--- config.mk ---
export PLATFORM = sky130hd
export DESIGN_NAME = vec_legal_check
export DESIGN_NICKNAME = d
export VERILOG_FILES = /design/src/rtl/vlc_pkg.sv /design/src/rtl/vlc_rule_eval.sv /design/src/rtl/vlc_class_sel.sv /design/src/rtl/vec_legal_check.sv
export SDC_FILE = /design/constraint.sdc
export NUM_CORES = 1
export LEC_CHECK = 0
export ABC_AREA = 1
export BUFFER_PORTS_ARGS = -buffer_cell sky130_fd_sc_hd__buf_2
export CELL_PAD_IN_SITES_DETAIL_PLACEMENT = 1
export CELL_PAD_IN_SITES_GLOBAL_PLACEMENT = 2
export CORE_AREA = 2 2 84 86
export DETAILED_ROUTE_END_ITERATION = 8
export DIE_AREA = 0 0 86 88
export PLACE_DENSITY = 0.91
export SYNTH_ARGS = -nofsm -noshare
export SYNTH_HDL_FRONTEND = slang
export SYNTH_SLANG_ARGS = --single-unit
--- constraint.sdc ---
create_clock -name clk -period 7.47 [get_ports clk]
set_input_delay 0.747 -clock clk [delete_from_list [all_inputs] [get_ports clk]]
set_output_delay 0.747 -clock clk [all_outputs]
set_load 0.1 [all_outputs]
--- src/rtl/vlc_pkg.sv ---
package vlc_pkg;

    localparam int REG_W = 5;
    localparam int POW_W = 3;
    localparam int NF_W  = 4;
    localparam int SEG_MAX = 8;

    typedef enum logic [3:0] {
        CLS_NORMAL   = 4'd0,
        CLS_MASKED   = 4'd1,
        CLS_UNMASKED = 4'd2,
        CLS_VARWIDTH = 4'd3,
        CLS_RED      = 4'd4,
        CLS_REDW     = 4'd5,
        CLS_LOAD     = 4'd6,
        CLS_STORE    = 4'd7,
        CLS_ILOAD    = 4'd8,
        CLS_ISTORE   = 4'd9
    } vlc_class_e;

    // Raw condition results, before the class selects among them.
    typedef struct packed {
        logic vill;
        logic mask_v0;
        logic vd_zero;
        logic width_dst;
        logic width_idx;
        logic overlap;
        logic vstart;
        logic seg_dst;
        logic seg_data;
    } vlc_viol_t;

    // Reported rule flags; bit 0 is vill, bit 6 is the bad-class flag.
    typedef struct packed {
        logic cls_bad;
        logic seg;
        logic vstart;
        logic overlap;
        logic width;
        logic mask;
        logic vill;
    } vlc_rules_t;

    function automatic logic [6:0] grp_size(input logic signed [POW_W-1:0] p);
        return (p > 3'sd0) ? (7'd1 << p[1:0]) : 7'd1;
    endfunction

    function automatic logic emul_ok(input logic signed [POW_W-1:0] p);
        return (p >= -3'sd3);
    endfunction

    function automatic logic seg_ok(input logic [NF_W-1:0] nf,
                                    input logic signed [POW_W-1:0] p);
        logic [7:0] scaled;
        logic [2:0] mag;
        mag = 3'(-p);
        if (p < 3'sd0) scaled = {4'b0, nf} >> mag;
        else           scaled = {4'b0, nf} << p[1:0];
        return (scaled <= 8'(SEG_MAX));
    endfunction

    function automatic logic overlap_ok(input logic [REG_W-1:0] rs,
                                        input logic [REG_W-1:0] rd,
                                        input logic signed [POW_W-1:0] ps,
                                        input logic signed [POW_W-1:0] pd);
        logic [6:0] rsx, rdx, gs, gd;
        rsx = 7'(rs);
        rdx = 7'(rd);
        gs  = grp_size(ps);
        gd  = grp_size(pd);
        if (ps < pd)
            return (rsx + gs <= rdx) || (rsx >= rdx + gd) ||
                   ((rsx + gs == rdx + gd) && (ps >= 3'sd0));
        else if (ps > pd)
            return (rdx <= rsx) || (rdx >= rsx + gs);
        else
            return 1'b1;
    endfunction

endpackage

--- src/rtl/vlc_rule_eval.sv ---
module vlc_rule_eval
    import vlc_pkg::*;
#(
    parameter int ELEN     = 64,
    parameter int EEW_W    = 8,
    parameter int VSTART_W = 8
) (
    input  logic                    vill_i,
    input  logic                    vm_i,
    input  logic [REG_W-1:0]        vd_i,
    input  logic [REG_W-1:0]        vs_i,
    input  logic [VSTART_W-1:0]     vstart_i,
    input  logic [EEW_W-1:0]        eew_i,
    input  logic [NF_W-1:0]         nf_i,
    input  logic signed [POW_W-1:0] dst_pow_i,
    input  logic signed [POW_W-1:0] src_pow_i,
    input  logic signed [POW_W-1:0] idx_pow_i,
    input  logic signed [POW_W-1:0] data_pow_i,
    output vlc_viol_t               viol_o
);
    localparam logic [EEW_W-1:0] EEW_MIN = EEW_W'(8);
    localparam logic [EEW_W-1:0] EEW_MAX = EEW_W'(ELEN);

    logic eew_in_range;

    always_comb begin
        eew_in_range       = (eew_i >= EEW_MIN) && (eew_i <= EEW_MAX);
        viol_o.vill        = vill_i;
        viol_o.vd_zero     = (vd_i == '0);
        viol_o.mask_v0     = !vm_i && (vd_i == '0);
        viol_o.width_dst   = !(eew_in_range && emul_ok(dst_pow_i));
        viol_o.width_idx   = !(eew_in_range && emul_ok(idx_pow_i));
        viol_o.overlap     = !overlap_ok(vs_i, vd_i, src_pow_i, dst_pow_i);
        viol_o.vstart      = (vstart_i != '0);
        viol_o.seg_dst     = !seg_ok(nf_i, dst_pow_i);
        viol_o.seg_data    = !seg_ok(nf_i, data_pow_i);
    end

endmodule

--- src/rtl/vlc_class_sel.sv ---
module vlc_class_sel
    import vlc_pkg::*;
(
    input  logic [3:0] cls_i,
    input  vlc_viol_t  viol_i,
    output vlc_rules_t rules_o,
    output logic       illegal_o
);
    always_comb begin
        rules_o = '0;
        case (cls_i)
            CLS_NORMAL: begin
                rules_o.vill = viol_i.vill;
                rules_o.mask = viol_i.mask_v0;
            end
            CLS_MASKED: begin
                rules_o.vill = viol_i.vill;
                rules_o.mask = viol_i.vd_zero;
            end
            CLS_UNMASKED: begin
                rules_o.vill = viol_i.vill;
            end
            CLS_VARWIDTH: begin
                rules_o.vill    = viol_i.vill;
                rules_o.mask    = viol_i.mask_v0;
                rules_o.width   = viol_i.width_dst;
                rules_o.overlap = viol_i.overlap;
            end
            CLS_RED: begin
                rules_o.vill   = viol_i.vill;
                rules_o.vstart = viol_i.vstart;
            end
            CLS_REDW: begin
                rules_o.vill   = viol_i.vill;
                rules_o.vstart = viol_i.vstart;
                rules_o.width  = viol_i.width_dst;
            end
            CLS_LOAD: begin
                rules_o.vill  = viol_i.vill;
                rules_o.mask  = viol_i.mask_v0;
                rules_o.width = viol_i.width_dst;
                rules_o.seg   = viol_i.seg_dst;
            end
            CLS_STORE: begin
                rules_o.vill  = viol_i.vill;
                rules_o.width = viol_i.width_dst;
                rules_o.seg   = viol_i.seg_dst;
            end
            CLS_ILOAD: begin
                rules_o.vill  = viol_i.vill;
                rules_o.mask  = viol_i.mask_v0;
                rules_o.width = viol_i.width_idx;
                rules_o.seg   = viol_i.seg_data;
            end
            CLS_ISTORE: begin
                rules_o.vill  = viol_i.vill;
                rules_o.width = viol_i.width_idx;
                rules_o.seg   = viol_i.seg_data;
            end
            default: rules_o.cls_bad = 1'b1;
        endcase
        illegal_o = |rules_o;
    end

endmodule

--- src/rtl/vec_legal_check.sv ---
module vec_legal_check
    import vlc_pkg::*;
#(
    parameter int ELEN     = 64,
    parameter int EEW_W    = 8,
    parameter int VSTART_W = 8,
    parameter bit REG_OUT  = 1'b1
) (
    input  logic                    clk,
    input  logic                    rst,
    input  logic [3:0]              cls_i,
    input  logic                    vill_i,
    input  logic                    vm_i,
    input  logic [REG_W-1:0]        vd_i,
    input  logic [REG_W-1:0]        vs_i,
    input  logic [VSTART_W-1:0]     vstart_i,
    input  logic [EEW_W-1:0]        eew_i,
    input  logic [NF_W-1:0]         nf_i,
    input  logic signed [POW_W-1:0] dst_pow_i,
    input  logic signed [POW_W-1:0] src_pow_i,
    input  logic signed [POW_W-1:0] idx_pow_i,
    input  logic signed [POW_W-1:0] data_pow_i,
    output logic                    illegal_o,
    output logic [6:0]              rules_o
);
    vlc_viol_t  viol;
    vlc_rules_t comb_rules;
    logic       comb_illegal;

    vlc_rule_eval #(
        .ELEN     (ELEN),
        .EEW_W    (EEW_W),
        .VSTART_W (VSTART_W)
    ) u_eval (
        .vill_i     (vill_i),
        .vm_i       (vm_i),
        .vd_i       (vd_i),
        .vs_i       (vs_i),
        .vstart_i   (vstart_i),
        .eew_i      (eew_i),
        .nf_i       (nf_i),
        .dst_pow_i  (dst_pow_i),
        .src_pow_i  (src_pow_i),
        .idx_pow_i  (idx_pow_i),
        .data_pow_i (data_pow_i),
        .viol_o     (viol)
    );

    vlc_class_sel u_sel (
        .cls_i     (cls_i),
        .viol_i    (viol),
        .rules_o   (comb_rules),
        .illegal_o (comb_illegal)
    );

    // Configuration invalid traps every known class.
    p_vill_traps_r1: assert property (@(posedge clk) disable iff (rst)
        (vill_i && cls_i <= 4'd9) |-> comb_illegal);

    // Masked-only class never accepts v0 as destination.
    p_masked_vd0_r3: assert property (@(posedge clk) disable iff (rst)
        (cls_i == 4'(CLS_MASKED) && vd_i == '0) |-> comb_illegal);

    // Reductions with a non-zero start index trap.
    p_red_vstart_r8: assert property (@(posedge clk) disable iff (rst)
        ((cls_i == 4'(CLS_RED) || cls_i == 4'(CLS_REDW)) && vstart_i != '0)
            |-> comb_illegal);

    // Unmasked class result tracks only the configuration flag.
    p_unmasked_vill_r9: assert property (@(posedge clk) disable iff (rst)
        (cls_i == 4'(CLS_UNMASKED)) |-> (comb_illegal == vill_i));

    // Equal multipliers never produce an overlap violation.
    p_equal_pow_r6: assert property (@(posedge clk) disable iff (rst)
        (cls_i == 4'(CLS_VARWIDTH) && src_pow_i == dst_pow_i) |-> !comb_rules.overlap);

    generate
        if (REG_OUT) begin : g_reg
            logic       ill_q;
            vlc_rules_t rules_q;
            logic       armed;

            always_ff @(posedge clk) begin
                if (rst) begin
                    ill_q   <= 1'b0;
                    rules_q <= '0;
                    armed   <= 1'b0;
                end else begin
                    ill_q   <= comb_illegal;
                    rules_q <= comb_rules;
                    armed   <= 1'b1;
                end
            end

            assign illegal_o = ill_q;
            assign rules_o   = rules_q;

            p_reg_latency_r11: assert property (@(posedge clk) disable iff (rst)
                armed |-> (illegal_o == $past(comb_illegal)));
        end else begin : g_comb
            assign illegal_o = comb_illegal;
            assign rules_o   = comb_rules;
        end
    endgenerate

endmodule

Word-level counts from Yosys, hierarchy flattened
Cells that the tools add are included.
{ "op_classes": {"reduce_logical": 24, "shifts": 6, "add_sub_neg": 4, "n_lt_le_gt_ge": 17, "muxes": 13, "n_eq_ne": 10} }
{ "ops": {"columns": ["operator", "n"], "rows": [
  ["$eq A4 B3 Y1 const B", 4],
  ["$le A8 B4 Y1 const B", 2],
  ["$mux W8", 2],
  ["$shl A4 B2 Y8", 2],
  ["$shr A4 B3 Y8", 2],
  ["$add A5 B7 Y7", 2],
  ["$ge A5 B7 Y1", 2],
  ["$mux W7", 2],
  ["$shl A1 B2 Y7 const A", 2],
  ["$reduce_or A10 Y1", 1],
  ["$eq A4 B2 Y1 const B", 2],
  ["$eq A4 B4 Y1 const B", 2],
  ["$ge A8 B4 Y1 const B", 1],
  ["$le A8 B7 Y1 const B", 1],
  ["$reduce_bool A8 Y1", 1],
  ["$reduce_or A4 Y1", 2],
  ["$eq A7 B7 Y1", 1],
  ["$le A7 B5 Y1", 1],
  ["$reduce_or A7 Y1", 1],
  ["$ge A3 B3 Y1 const B", 2],
  ["$gt A3 B1 Y1 const B", 2],
  ["$logic_not A1 Y1", 6],
  ["$lt A3 B1 Y1 const B", 2],
  ["$mux W1", 6],
  ["other kinds (12)", 23]
]} }
{ "word_totals": {"register_bits": 8} }

Longest topological paths before layout
Gate-level depths: netlist of run 1.
{ "depth": {"word_depth": 10, "ltp_mapped": 23} }

Modules after synthesis
From an unflattened synthesis of run 1, not the netlist that was laid out.
{ "unflattened": {"cells_unflattened": 308, "area_unflattened_um2": 1798.0} }
{ "modules_own_cells": {"columns": ["mod", "cells_per_inst", "area_per_inst_um2", "instances", "seq_area_each_um2"], "rows": [
  ["vlc_rule_eval", 242, 1370.1, 1, 0.0],
  ["vec_legal_check", 25, 231.5, 1, 160.2],
  ["vlc_class_sel", 41, 196.4, 1, 0.0]
]} }

Least setup slack after synthesis of run 1
No wires, ideal clock.
{ "synth_path": {"path_kind": "input to register", "from": "input port dst_pow_i[1]", "to": "register g_reg.ill_q (netlist: illegal_o)", "t_arrival_ns": 2.942, "slack_ns": 4.415, "stages": 22, "path_cell_list": "inv_1 ha_1 inv_1 ha_1 inv_1 ha_1 inv_1 fa_1 inv_1 nand3_1 nand3_1 nand2_1 ha_1 nand2_1 inv_1 nand4_1 o21ai_0 nor2_1 nand2_1 nand2_1 nand2_1 nand2_1"} }
{ "synth_between": {"elab_chain_cells": 10} }
{ "synth_rtl": {"columns": ["item", "line", "text"], "rows": [
  ["start: declaration", "vec_legal_check.sv:19", "input logic signed [POW_W-1:0] dst_pow_i,"],
  ["$gt A3 B1 Y1 or $shl A1 B2 Y7 (tied branches)", "vlc_pkg.sv:46", "return (p > 3'sd0) ? (7'd1 << p[1:0]) : 7'd1;"],
  ["$mux W7", "vlc_pkg.sv:46", null],
  ["$add A5 B7 Y7", "vlc_pkg.sv:73, vlc_pkg.sv:74", null],
  ["$ge A5 B7 Y1 or $eq A7 B7 Y1 (tied branches)", "vlc_pkg.sv:73, vlc_pkg.sv:74", null],
  ["$logic_or A1 B1 Y1 or $logic_and A1 B1 Y1 (tied branches)", "vlc_pkg.sv:73, vlc_pkg.sv:74", null],
  ["$logic_or A1 B1 Y1", "vlc_pkg.sv:73", "return (rsx + gs <= rdx) || (rsx >= rdx + gd) ||"],
  ["$mux W1", "vlc_pkg.sv:72", "if (ps < pd)"],
  ["$logic_not A1 Y1", "vlc_rule_eval.sv:33", "viol_o.overlap = !overlap_ok(vs_i, vd_i, src_pow_i, dst_pow_i);"],
  ["$mux W1", "vlc_class_sel.sv:11", "case (cls_i)"],
  ["$reduce_or A7 Y1 *", "vlc_class_sel.sv:62", "illegal_o = |rules_o;"],
  ["end signal: assignment", "vec_legal_check.sv:89", "ill_q <= comb_illegal;"],
  ["end: declaration", "vec_legal_check.sv:79", "logic ill_q;"]
]} }
Mark *: on every way between the ends. The rest lies on a longest branch, timed or not.
A chain may end at the register's enable or synchronous reset.

Worst setup path in the final report of run 1
Same ends and word-level chain as after synthesis.

==> metrics.sh, run 1 <==
WORSTPATHBUFFERINVERTERCOUNT=7
PWR_DENSITY_CELL_nW_PER_UM2=106
MAXIMUM_FANOUT_COUNT_ALONG_THE_CRITICAL_PATH=5
PATH_DELAY_FAMILY='adder cells'
TIMING.FINAL.HOLD_VIOLATIONS=0
FILLER_CELL_COUNT=897
CRITPATHKIND='primary input to flip-flop'
GRT_UTIL_MET2=0.308
REPORT.FINAL.SLEW_VIOL_COUNT=0
SETUP_VIOL=0
CRITICAL_PATH.MAX_STAGE_DELAY_NS=0.38
POST_SYNTH_MOST_FREQUENT_CELLS='87 x sky130_fd_sc_hd__nand2_1, 56 x sky130_fd_sc_hd__inv_1, 33 x sky130_fd_sc_hd__ha_1'
WORST_EP_ARRIVAL_TIME_NS=3.43
CRITPATHREQUIREDTIME_NS=7.60
WL_PER_CELL_UM=12.9
MAX_CLOCK_FREQ_GHz=0.303
POST_ROUTE_CELLS_DRIVE_ABOVE_1_SHARE=0.184
GLOBAL_ROUTE.USAGE.MET3=0.0151
SYNTHDISTINCTLIBCELLS=26
HOLD_BUFFERS=0
NUMBER_OF_ANTENNA_VIOLATIONS_AT_THE_FIRST_CHECK_IN_GLOBAL_ROUTING=0
LAYOUT.NETS=445
POST-SYNTH-TOP-AREA-CELL='sky130_fd_sc_hd__ha_1'
I_O_PIN_COUNT=58
ENDPOINT_KIND='flip-flop'
DR_TOTAL_VIAS=2076
GRT-BUSIEST-LAYER='met2'
CTS_MADE_BUFFERS=3
CTS.HTREE.LEVELS=1
WIRELENGTH_UM=5640
GRT_PASS1_VIAS=2237
DIE_H_UM=88
MIN_PERIOD_OVER_PERIOD=0.442
VIAS_PER_CELL=4.74
DRT_ITER0_DRC=35
MAX-SLEW-MARGIN-REL=0.677
POSTSYNTHCELLCOUNT=299
SYN_AREA_PER_CELL_UM2=5.80
FINAL-SEQ-AREA_UM2=160
FIN_TOTAL_PWR_mW=0.228
CP_CELL_SEQUENCE='buf_2, inv_1, ha_1, inv_1, ha_1, inv_1, ha_1, inv_1, fa_1, inv_1, nand3_1, nand3_1, nand2_1, ha_1, nand2_1, inv_1, nand4_1, o21ai_0, nor2_1, nand2_1, nand2_1, nand2_1, nand2_1'
NUMPORTBUFFERS=57
SEQUENTIAL_ELEMENT_SHARE_OF_THE_SYNTHESIZED_AREA=0.0924
SETUP_WS_NS=4.17
OUTCOME='finished, final reports clean'
VDD_DROP_MAX_mV=0.0729
CRITPATHLAUNCH='dst_pow_i[1]'
USE_MET1=0.182
AREA_DELTA_SYNTH_FINAL_PCT=24.0
CRITICAL_PATH.STARTPOINT_TYPE='primary input'
MIN_PATH_TYPE='primary input to flip-flop'
GRT_USAGE=0.158
SYNTH_EDF_COUNT=0
POST-CTS-SETUP-BUFFER-COUNT=0
NUMBER_OF_LOGIC_STAGES_ON_THE_CRITICAL_PATH_INCLUDING_BUFFERING=23
CORE.ROWCOUNT=30
CTS_NUM_SINKS=8
OVERFLOW=0
FINALCRITICALPERIOD_NS=3.30
HPWL_UM=5090
SYNTH-SEQ-CELLS=8
GRT_PASS1_WL_UM=9630
FLOORPLAN.DIE.WIDTH_UM=86
ANT_NETS=0
WORSTMARGINPINSLEW_NS=0.488
SYNTH_TOP_AREA_SHARE=0.238
CTSLONGESTPATHBUFFERS=2
SYNTHESIS_WARNING_TOTAL=0
UNREPAIRED_SETUP_ENDPOINTS_AFTER_GLOBAL_ROUTING='false'
INITIAL_UTILIZATION=0.261
MULTIINPUTGATEAREA_UM2=1350
DIODES=0
CTS_RESIZED=0
DRC_ERRORS=0
TOTALNEGATIVESETUPSLACK_NS=0
FRACTION_OF_REGISTERS_WITH_ASYNC_SET_RESET=0
ROUTABILITYCONGESTION=0.817
CTS_TREE='done'
STATIC-LEAKAGE-POWER_nW=1.30
CP-ENDPOINT='illegal_o$_SDFF_PP0_'
WORST_SETUP_HOLD_PATH_CLK_SLEW_NS=0.04
MAX_CAP_VIOLATIONS=0
SLOWEST_LIBRARY_CELL_ON_THE_WORST_PATH='sky130_fd_sc_hd__fa_1'
SYNTH_CELL_AREA_UM2=1730
CLK_ROOT_BUFFER_CELL='sky130_fd_sc_hd__clkbuf_8'
FP.DIEAREA_UM2=7570
YS_TOP_CELLS_BY_AREA='sky130_fd_sc_hd__ha_1 24%, sky130_fd_sc_hd__nand2_1 19%, sky130_fd_sc_hd__inv_1 12%, sky130_fd_sc_hd__dfxtp_1 9.2%, sky130_fd_sc_hd__nor2_1 6.9%'
DR.PASS1.ITERS=4
MAXIMUM_NUMBER_OF_PINS_ON_ONE_NET_BEFORE_GLOBAL_ROUTE_REPAIR=9
SYN_NETS=384
SYNTH_FF_TYPE='sky130_fd_sc_hd__dfxtp_1'
CORE_UM2=6640
PRECTSSETUPSLACK_NS=3.91
SYNTH_MOST_COMMON_CELL='sky130_fd_sc_hd__nand2_1'
## state kept, by name (all words and copies together) (netlist names)
name,cells
illegal_o,1
rules_o,7
## per-stage QoR
step | util | area, µm² | hold WS, ns | cells
final | 0.324 | 2150 | 0.761 | 438
after global routing | 0.324 | 2150 | 0.772 | 438
after CTS | 0.324 | 2150 | 0.762 | 438
after detailed placement | 0.317 | 2110 | 1.00 | 435
after global placement | 0.317 | 2110 | 1.00 | 435
after floorplan | - | 1730 | 0.816 | 299
## worst min path at each step
stage / startpoint / to / cells after the start
2_1_floorplan: rst / rules_o[1]$_SDFF_PP0_ / 1
3_3_place_gp: vill_i / rules_o[0]$_SDFF_PP0_ / 3
3_5_place_dp: vill_i / rules_o[0]$_SDFF_PP0_ / 3
4_1_cts: vill_i / rules_o[0]$_SDFF_PP0_ / 3
5_1_grt: vill_i / rules_o[0]$_SDFF_PP0_ / 3
6_report: vill_i / rules_o[0]$_SDFF_PP0_ / 3
## kinds of logic (layout without fill, tap and decap cells)
| kind of cell | after synthesis | count (layout) | synth area share |
|---|---|---|---|
| and+or+nand+nor | 159 | 159 | 0.386 |
| DFF | 8 | 8 | 0.0924 |
| xor gates and xnor gates | 2 | 2 | 0.0101 |
| adders and majority gates | 35 | 35 | 0.261 |
| AOI/OAI and AO/OA | 36 | 36 | 0.118 |
| buffers and inverters | 59 | 118 | 0.132 |
## tightest hold or removal path, delay by kind of cell
family	cells	cell delay, ns
buffers and inverters	1	0.10
AND/OR/NAND/NOR	2	0.09
## area by class of cell
| type | count | area share |
|---|---|---|
| multi-input cells | 232 | 0.626 |
| inverters | 58 | 0.101 |
| clock buffers | 3 | 0.0192 |
| flip-flops and latches | 8 | 0.0745 |
| repair buffers | 57 | 0.133 |
| well taps | 80 | 0.0466 |
## power by group
group / total (mW) / internal [mW] / switching [mW] / leakage [nW]
Combinational: 0.130 / 0.0476 / 0.0822 / 1.22
Sequential: 0.0451 / 0.0446 / 0.000486 / 0.0655
Clock: 0.0529 / 0.0350 / 0.0179 / 0.0216
## routing by layer
| metal | part of all wire | routed length [µm] |
|---|---|---|
| met1 | 0.44 | 2500 |
| met2 | 0.49 | 2790 |
| met3 | 0.043 | 245 |
| met4 | 0.019 | 105 |
| met5 | 0 | 0 |
## cells in the final DEF, fill, tap and decap left out, types with 8 or more instances in the layout
cell                      instances
sky130_fd_sc_hd__a21oi_1         16
sky130_fd_sc_hd__nor3_1           8
sky130_fd_sc_hd__buf_2           57
sky130_fd_sc_hd__nand3_1         20
sky130_fd_sc_hd__ha_1            33
sky130_fd_sc_hd__o21ai_0         11
sky130_fd_sc_hd__dfxtp_1          8
sky130_fd_sc_hd__nor2_1          32
sky130_fd_sc_hd__nand2_1         87
sky130_fd_sc_hd__inv_1           56
No activity file was read; power rests on OpenSTA's default activity.
==> run 2, diff against run 1 <==
--- a/config.mk
+++ b/config.mk
@@ -9,10 +9,10 @@
 export BUFFER_PORTS_ARGS = -buffer_cell sky130_fd_sc_hd__buf_2
 export CELL_PAD_IN_SITES_DETAIL_PLACEMENT = 1
 export CELL_PAD_IN_SITES_GLOBAL_PLACEMENT = 2
-export CORE_AREA = 2 2 84 86
+export CORE_AREA = 2 2 90 92
 export DETAILED_ROUTE_END_ITERATION = 8
-export DIE_AREA = 0 0 86 88
-export PLACE_DENSITY = 0.91
+export DIE_AREA = 0 0 92 94
+export PLACE_DENSITY = 0.85
 export SYNTH_ARGS = -nofsm -noshare
 export SYNTH_HDL_FRONTEND = slang
 export SYNTH_SLANG_ARGS = --single-unit
==> constraint.sdc (replaced) <==
create_clock -name clk -period 2.73 [get_ports clk]
set_input_delay 0.273 -clock clk [delete_from_list [all_inputs] [get_ports clk]]
set_output_delay 0.273 -clock clk [all_outputs]
set_load 0.1 [all_outputs]
==> run 2 against run 1 <==
- first-iteration DRC count rose by 5.7%
- power rose to 2.9 times the previous value
- clock power rose to 2.7 times the previous value
- largest power group unchanged
- sequential power rose to 2.7 times the previous value
- cell area rose by 12%
- critical path type unchanged
- highest routed layer unchanged
- worst hold slack got worse by 0.47 ns
- final cell count rose by 9.4%
- combinational power rose to 3.1 times the previous value
- utilization fell by 0.64 points
- via count rose by 2.9%
==> metrics.sh, run 2 (synthesized netlist as in run 1, its figures left out) <==
OUTCOME='finished, final reports clean'  # unchanged
ENDPOINT_KIND='flip-flop'  # unchanged
DIODES=0  # unchanged
FINALCRITICALPERIOD_NS=2.53
CTS.HTREE.LEVELS=1  # unchanged
DRC_ERRORS=0  # unchanged
CLK_ROOT_BUFFER_CELL='sky130_fd_sc_hd__clkbuf_8'  # unchanged
USE_MET1=0.159  # was 0.182
WL_PER_CELL_UM=12.2  # was 12.9 µm
WIRELENGTH_UM=5840  # was 5640 µm
VIAS_PER_CELL=4.46  # was 4.74
HOLD_BUFFERS=0  # unchanged
CP-ENDPOINT='illegal_o$_SDFF_PP0_'  # unchanged
DIE_H_UM=94  # was 88 µm
CRITPATHKIND='primary input to flip-flop'  # unchanged
GRT_UTIL_MET2=0.270  # was 0.308
WORST_SETUP_HOLD_PATH_CLK_SLEW_NS=0.04  # about the same
OVERFLOW=0  # unchanged
MAX_CAP_VIOLATIONS=0  # unchanged
CORE_UM2=7610  # was 6640 µm²
ROUTABILITYCONGESTION=0.764  # was 0.817
PWR_DENSITY_CELL_nW_PER_UM2=276  # was 106 nW/µm²
LAYOUT.CELL_AREA.NON_FILLER_UM2=2410  # was 2150 µm²
COMMONEST_NON_FILL_NON_TAP_CELLS_IN_THE_LAYOUT='81 x sky130_fd_sc_hd__nand2_1, 57 x sky130_fd_sc_hd__buf_2, 51 x sky130_fd_sc_hd__inv_1, 31 x sky130_fd_sc_hd__nor2_1, 27 x sky130_fd_sc_hd__ha_1'  # was 87 x sky130_fd_sc_hd__nand2_1, 57 x sky130_fd_sc_hd__buf_2, 56 x sky130_fd_sc_hd__inv_1, 33 x sky130_fd_sc_hd__ha_1, 32 x sky130_fd_sc_hd__nor2_1
ANT_NETS=0  # unchanged
FLOORPLAN.DIE.WIDTH_UM=92  # was 86 µm
CRITPATHREQUIREDTIME_NS=2.90  # was 7.60 ns
MAX-SLEW-MARGIN-REL=0.670  # was 0.677
SETUP_VIOL=0  # unchanged
HPWL_UM=5110  # was 5090 µm
VDD_DROP_MAX_mV=0.440  # was 0.0729 mV
CRITPATHLAUNCH='dst_pow_i[0]'  # was dst_pow_i[1]
MAXIMUM_FANOUT_COUNT_ALONG_THE_CRITICAL_PATH=3  # was 5
GRT-BUSIEST-LAYER='met2'  # unchanged
NUMBER_OF_ANTENNA_VIOLATIONS_AT_THE_FIRST_CHECK_IN_GLOBAL_ROUTING=0  # unchanged
HOLD_SLACK_NS=0.293  # was 0.761 ns
GRT_USAGE=0.136  # was 0.158
DR_TOTAL_VIAS=2137  # was 2076
NUMPORTBUFFERS=57  # unchanged
GRT_PASS1_VIAS=2253  # was 2237
FILLER_CELL_COUNT=1036  # was 897
CORE.ROWCOUNT=32  # was 30
PLACED_AREA_UM2=2260  # was 2110 µm²
CTS_NUM_SINKS=8  # unchanged
GLOBAL_ROUTE.USAGE.MET3=0.0241  # was 0.0151
I_O_PIN_COUNT=58  # unchanged
INITIAL_UTILIZATION=0.228  # was 0.261
TIMING.FINAL.HOLD_VIOLATIONS=0  # unchanged
WORST_EP_ARRIVAL_TIME_NS=2.70  # was 3.43 ns
CRITICAL_PATH.STARTPOINT_TYPE='primary input'  # unchanged
AREA_DELTA_SYNTH_FINAL_PCT=39.1  # was 24.0%
CTSLONGESTPATHBUFFERS=2  # unchanged
GRT_PASS1_WL_UM=9780  # was 9630 µm
MULTIINPUTGATEAREA_UM2=1440  # was 1350 µm²
MAX_CLOCK_FREQ_GHz=0.396
REPORT.FINAL.SLEW_VIOL_COUNT=0  # unchanged
MIN_PERIOD_OVER_PERIOD=0.926
STATIC-LEAKAGE-POWER_nW=1.39  # was 1.30 nW
SETUP_WS_NS=0.203  # was 4.17 ns
DR.PASS1.ITERS=4  # unchanged
WORSTMARGINPINSLEW_NS=0.499  # was 0.488 ns
CTS_TREE='done'  # unchanged
DRT_ITER0_DRC=37  # was 35
LAYOUT.NETS=464  # was 445
PRECTSSETUPSLACK_NS=-0.184  # was 3.91 ns
LARGEST_REGISTER_FFS=7  # unchanged
FP.DIEAREA_UM2=8650  # was 7570 µm²
LAYOUT_COMMONEST_CELL='sky130_fd_sc_hd__nand2_1'  # unchanged
MAXIMUM_NUMBER_OF_PINS_ON_ONE_NET_BEFORE_GLOBAL_ROUTE_REPAIR=9  # unchanged
FINAL-SEQ-AREA_UM2=160  # unchanged
POST_ROUTE_CELLS_DRIVE_ABOVE_1_SHARE=0.289  # was 0.184
CTS_MADE_BUFFERS=3  # unchanged
MIN_PATH_TYPE='primary input to flip-flop'  # unchanged
[run 2: cell types whose count changed in the layout (fill, tap and decap cells not counted), sizes merged]
cell	change
buf	+19
[run 2: timing repair]
action | 4_1_cts | 5_1_grt
buffers inserted | 0 | 3
setup endpoints to repair | 0 | 2
hold endpoints to repair | 0 | 0
gates resized for setup | 0 | 29
[run 2: metal layers]
metal | up-vias | wire (µm)
met3 | 2 | 260
met1 | 979 | 2550
li1 | 1114 | -
met5 | - | 0
met4 | 0 | 8
met2 | 42 | 3020
[run 2: worst min-delay path by stage]
stage / cells after the start / start / slack [ns] / end
4_1_cts: 3 / vill_i / 0.29 / rules_o[0]$_SDFF_PP0_
6_report: 3 / vill_i / 0.29 / rules_o[0]$_SDFF_PP0_
3_5_place_dp: 3 / vill_i / 0.52 / rules_o[0]$_SDFF_PP0_
2_1_floorplan: 1 / rst / 0.34 / rules_o[1]$_SDFF_PP0_
5_1_grt: 2 / rst / 0.31 / rules_o[5]$_SDFF_PP0_
3_3_place_gp: 3 / vill_i / 0.53 / rules_o[0]$_SDFF_PP0_
[run 2: final cells by class]
class | count | share of cell area
Multi-Input combinational cell | 232 | 0.596
Timing Repair Buffer | 76 | 0.177
Inverter | 58 | 0.0902
Sequential cell | 8 | 0.0664
Tap cell | 102 | 0.0529
Clock buffer | 3 | 0.0171
[run 2: through the flow]
step | instances | util | power, mW | TNS (ns)
finish | 479 | 0.317 | 0.665 | 0
global route | 479 | 0.317 | 0.731 | -0.100
CTS | 476 | 0.302 | 0.645 | 0
detailed placement | 473 | 0.297 | 0.501 | -0.357
global placement | 473 | 0.297 | 0.489 | -0.0706
floorplan | 299 | - | 0.365 | 0
[run 2: power breakdown]
part / switching (mW) / internal (mW) / leakage [nW]
Sequential: 0.00135 / 0.122 / 0.0655
Clock: 0.0459 / 0.0955 / 0.0216
Combinational: 0.239 / 0.161 / 1.30
Total: 0.287 / 0.379 / 1.39
[run 2: critical path, cell delays in order]
cell and delay, ns:
sky130_fd_sc_hd__buf_2 0.11, sky130_fd_sc_hd__inv_2 0.07, sky130_fd_sc_hd__ha_4 0.13, sky130_fd_sc_hd__inv_2 0.03, sky130_fd_sc_hd__ha_2 0.15, sky130_fd_sc_hd__inv_1 0.05, sky130_fd_sc_hd__ha_2 0.17, sky130_fd_sc_hd__inv_2 0.04
sky130_fd_sc_hd__fa_2 0.37, sky130_fd_sc_hd__inv_2 0.10, sky130_fd_sc_hd__nand3_4 0.08, sky130_fd_sc_hd__nand2_2 0.09, sky130_fd_sc_hd__nand2_2 0.05, sky130_fd_sc_hd__nand2_2 0.10, sky130_fd_sc_hd__ha_4 0.21, sky130_fd_sc_hd__nand2_1 0.06
sky130_fd_sc_hd__inv_1 0.04, sky130_fd_sc_hd__nand4_1 0.08, sky130_fd_sc_hd__o21ai_1 0.07, sky130_fd_sc_hd__nor2_1 0.13, sky130_fd_sc_hd__nand2_1 0.08, sky130_fd_sc_hd__nand2_1 0.06, sky130_fd_sc_hd__nand2_1 0.07, sky130_fd_sc_hd__nand2_1 0.07
==> run 3, diff against run 2 <==
--- a/config.mk
+++ b/config.mk
@@ -5,13 +5,12 @@
 export SDC_FILE = /design/constraint.sdc
 export NUM_CORES = 1
 export LEC_CHECK = 0
-export ABC_AREA = 1
 export BUFFER_PORTS_ARGS = -buffer_cell sky130_fd_sc_hd__buf_2
 export CELL_PAD_IN_SITES_DETAIL_PLACEMENT = 1
 export CELL_PAD_IN_SITES_GLOBAL_PLACEMENT = 2
-export CORE_AREA = 2 2 90 92
+export CORE_AREA = 2 2 82 84
 export DETAILED_ROUTE_END_ITERATION = 8
-export DIE_AREA = 0 0 92 94
+export DIE_AREA = 0 0 84 86
 export PLACE_DENSITY = 0.85
 export SYNTH_ARGS = -nofsm -noshare
 export SYNTH_HDL_FRONTEND = slang
==> run 3 against run 2 <==
- first-iteration DRC count fell by 46%
- non-clock buffer count shrank 2
- critical endpoint unchanged
- final cell count is 27% lower
- synthesized cell count is 33% lower
- worst hold slack improved by 0.0055 ns
- sequential power about the same
- clock power fell by 4%
- routed wire length shrank 17%
- utilization grew 3.2 points
- die area decreased by 16%
==> metrics.sh, run 3 <==
WORSTMARGINPINSLEW_NS=0.498  # was 0.499 ns
DIODES=0  # unchanged
CRITPATHKIND='primary input to flip-flop'  # unchanged
FLOORPLAN.DIE.WIDTH_UM=84  # was 92 µm
CTSLONGESTPATHBUFFERS=2  # unchanged
POSTSYNTHCELLCOUNT=200  # was 299
TIMING.HOLD.WORST_ENDPOINT='rules_o[0]$_SDFF_PP0_'  # unchanged
OUTCOME='finished, final reports clean'  # unchanged
MAX_CAP_VIOLATIONS=0  # unchanged
SEQUENTIAL_ELEMENT_SHARE_OF_THE_SYNTHESIZED_AREA=0.103  # was 0.0924
DR_TOTAL_VIAS=1673  # was 2137
CRITICAL_PATH.STARTPOINT_TYPE='primary input'  # unchanged
CTS_NUM_SINKS=8  # unchanged
FRACTION_OF_REGISTERS_WITH_ASYNC_SET_RESET=0  # unchanged
OVERFLOW=0  # unchanged
WL_PER_CELL_UM=13.8  # was 12.2 µm
COMMONEST_NON_FILL_NON_TAP_CELLS_IN_THE_LAYOUT='57 x sky130_fd_sc_hd__buf_2, 30 x sky130_fd_sc_hd__ha_1, 26 x sky130_fd_sc_hd__inv_1, 17 x sky130_fd_sc_hd__nor2_1, 17 x sky130_fd_sc_hd__buf_4'  # was 81 x sky130_fd_sc_hd__nand2_1, 57 x sky130_fd_sc_hd__buf_2, 51 x sky130_fd_sc_hd__inv_1, 31 x sky130_fd_sc_hd__nor2_1, 27 x sky130_fd_sc_hd__ha_1
SYNTHDISTINCTLIBCELLS=48  # was 26
YS_TOP_CELLS_BY_AREA='sky130_fd_sc_hd__ha_1 27%, sky130_fd_sc_hd__dfxtp_1 10%, sky130_fd_sc_hd__inv_1 7.3%, sky130_fd_sc_hd__nor2_1 4.6%, sky130_fd_sc_hd__a21oi_1 4.2%'  # was sky130_fd_sc_hd__ha_1 24%, sky130_fd_sc_hd__nand2_1 19%, sky130_fd_sc_hd__inv_1 12%, sky130_fd_sc_hd__dfxtp_1 9.2%, sky130_fd_sc_hd__nor2_1 6.9%
WIRELENGTH_UM=4870  # was 5840 µm
SYNTH_TOP_AREA_SHARE=0.266  # was 0.238
WORST_SETUP_HOLD_PATH_CLK_SLEW_NS=0.04  # about the same
VIAS_PER_CELL=4.75  # was 4.46
VDD_DROP_MAX_mV=0.190  # was 0.440 mV
SYNTH_EDF_COUNT=0  # unchanged
LAYOUT.NETS=362  # was 464
GRT_USAGE=0.137  # was 0.136
MAX_CLOCK_FREQ_GHz=0.382  # was 0.396 GHz
POST-SYNTH-TOP-AREA-CELL='sky130_fd_sc_hd__ha_1'  # unchanged
DR.PASS1.ITERS=4  # unchanged
DRT_ITER0_DRC=20  # was 37
SYNTHESIS_WARNING_TOTAL=0  # unchanged
I_O_PIN_COUNT=58  # unchanged
HOLD_SLACK_NS=0.298  # was 0.293 ns
NUMPORTBUFFERS=57  # unchanged
FP.DIEAREA_UM2=7220  # was 8650 µm²
CORE_UM2=6280  # was 7610 µm²
POST-CTS-SETUP-BUFFER-COUNT=0  # unchanged
ROUTABILITYCONGESTION=0.803  # was 0.764
GRT_PASS1_VIAS=1753  # was 2253
FINALCRITICALPERIOD_NS=2.62  # was 2.53 ns
HPWL_UM=4350  # was 5110 µm
DRC_ERRORS=0  # unchanged
HOLD_START='vill_i'  # unchanged
CTS_MADE_BUFFERS=3  # unchanged
SYN_AREA_PER_CELL_UM2=7.76  # was 5.80 µm²
SYNTH_CELL_AREA_UM2=1550  # was 1730 µm²
MAX-SLEW-MARGIN-REL=0.670  # about the same
AREA_DELTA_SYNTH_FINAL_PCT=40.9  # was 39.1%
TIMING.FINAL.HOLD_VIOLATIONS=0  # unchanged
REPORT.FINAL.SLEW_VIOL_COUNT=0  # unchanged
SETUP_VIOL=0  # unchanged
ANT_NETS=0  # unchanged
POST_SYNTH_MOST_FREQUENT_CELLS='33 x sky130_fd_sc_hd__ha_1, 30 x sky130_fd_sc_hd__inv_1, 19 x sky130_fd_sc_hd__nor2_1'  # was 87 x sky130_fd_sc_hd__nand2_1, 56 x sky130_fd_sc_hd__inv_1, 33 x sky130_fd_sc_hd__ha_1
HOLD_BUFFERS=0  # unchanged
FIN_CELLS=352  # was 479
CRITPATHREQUIREDTIME_NS=2.88  # was 2.90 ns
MAXIMUM_FANOUT_COUNT_ALONG_THE_CRITICAL_PATH=2  # was 3
CELL_DEPTH_OF_THE_WORST_HOLD_PATH=2  # was 3
SYNTH-SEQ-CELLS=8  # unchanged
NUMBER_OF_ANTENNA_VIOLATIONS_AT_THE_FIRST_CHECK_IN_GLOBAL_ROUTING=0  # unchanged
POST_ROUTE_CELLS_DRIVE_ABOVE_1_SHARE=0.385  # was 0.289
MIN_PERIOD_OVER_PERIOD=0.959  # was 0.926
INITIAL_UTILIZATION=0.247  # was 0.228
SYN_NETS=285  # was 384
MAXIMUM_NUMBER_OF_PINS_ON_ONE_NET_BEFORE_GLOBAL_ROUTE_REPAIR=10  # was 9
PLACED_CELLS=349  # was 473
STATIC-LEAKAGE-POWER_nW=1.12  # was 1.39 nW
DIE_H_UM=86  # was 94 µm
SYNTH_MOST_COMMON_CELL='sky130_fd_sc_hd__ha_1'  # was sky130_fd_sc_hd__nand2_1
CTS_TREE='done'  # unchanged
CLK_ROOT_BUFFER_CELL='sky130_fd_sc_hd__clkbuf_8'  # unchanged
PWR_DENSITY_CELL_nW_PER_UM2=302  # was 276 nW/µm²
LAYOUT_COMMONEST_CELL='sky130_fd_sc_hd__buf_2'  # was sky130_fd_sc_hd__nand2_1
WORST_EP_ARRIVAL_TIME_NS=2.77  # was 2.70 ns
GRT_PASS1_WL_UM=8080  # was 9780 µm
CORE.ROWCOUNT=29  # was 32
MIN_PATH_TYPE='primary input to flip-flop'  # unchanged
ENDPOINT_KIND='flip-flop'  # unchanged
SYNTH_FF_TYPE='sky130_fd_sc_hd__dfxtp_1'  # unchanged
LARGEST_REGISTER_FFS=7  # unchanged
CTS.HTREE.LEVELS=1  # unchanged
## run 3: repair_timing
item / in CTS / in global routing
gates resized for setup: 1 / 25
pin swaps: 0 / 12
setup endpoints to repair: 1 / 2
endpoints found under the hold margin: 0 / 0
## run 3: through the flow
stage,power [mW],instance area (µm²),utilization,setup slack (ns),TNS [ns]
final,0.661,2190,0.349,0.112,0
after global routing,0.722,2190,0.349,-0.0254,-0.0254
after CTS,0.639,2100,0.334,0.000813,0
after detailed placement,0.498,2050,0.327,-0.252,-0.433
after global placement,0.486,2050,0.327,-0.154,-0.254
after floorplan,0.358,1550,-,0.0710,0
## run 3: report_power, final
part	leakage, nW	switching (mW)	internal (mW)
Clock	0.0216	0.0402	0.0949
Combinational	1.03	0.225	0.178
Sequential	0.0656	0.00101	0.122
## run 3: logic make-up (layout without fill, tap and decap cells)
group / count (synthesis) / in the layout / synth area share
fa+ha+maj: 36 / 36 / 0.298
simple gates: 61 / 61 / 0.225
buf+inv: 32 / 107 / 0.0790
compound gates: 49 / 49 / 0.213
mux: 3 / 3 / 0.0201
flops: 8 / 8 / 0.103
xor+xnor: 11 / 11 / 0.0620
## run 3: per-layer routing
layer / global-route usage / share of wire / vias to the layer above
li1: - / - / 862
met2: 0.243 / 0.50 / 22
met1: 0.178 / 0.47 / 787
met4: 0.0308 / 0.0043 / 0
met5: 0 / 0 / -
met3: 0.0154 / 0.025 / 2
## run 3: worst max-delay path, stage by stage
cell and delay (ns):
sky130_fd_sc_hd__buf_2 0.11, sky130_fd_sc_hd__inv_2 0.05, sky130_fd_sc_hd__ha_2 0.16, sky130_fd_sc_hd__inv_2 0.05, sky130_fd_sc_hd__ha_1 0.17, sky130_fd_sc_hd__inv_1 0.06
sky130_fd_sc_hd__ha_2 0.18, sky130_fd_sc_hd__inv_2 0.04, sky130_fd_sc_hd__fa_2 0.35, sky130_fd_sc_hd__nand2b_4 0.15, sky130_fd_sc_hd__a21oi_4 0.17, sky130_fd_sc_hd__xnor2_2 0.10
sky130_fd_sc_hd__ha_1 0.32, sky130_fd_sc_hd__nor2_2 0.11, sky130_fd_sc_hd__nor2_2 0.05, sky130_fd_sc_hd__a21oi_2 0.15, sky130_fd_sc_hd__o221ai_2 0.13, sky130_fd_sc_hd__o211ai_2 0.14
## run 3: area by class of cell
cell class | count | area [µm²]
Inverter | 30 | 113
Sequential cell | 8 | 160
Timing Repair Buffer | 74 | 413
Tap cell | 77 | 96.3
Clock buffer | 3 | 41.3
Fill cell | 790 | 4090
Multi-Input combinational cell | 160 | 1370
## run 3: worst max path at each step
stage                       startpoint                    to  slack, ns  depth (start not counted)
after floorplan           dst_pow_i[1]  illegal_o$_SDFF_PP0_       0.07                         17
after global placement    dst_pow_i[0]  illegal_o$_SDFF_PP0_      -0.15                         18
after detailed placement  dst_pow_i[0]  illegal_o$_SDFF_PP0_      -0.25                         18
after CTS                 dst_pow_i[0]  illegal_o$_SDFF_PP0_     0.0008                         18
after global routing      dst_pow_i[0]  illegal_o$_SDFF_PP0_      -0.03                         18
final                     dst_pow_i[0]  illegal_o$_SDFF_PP0_       0.11                         18
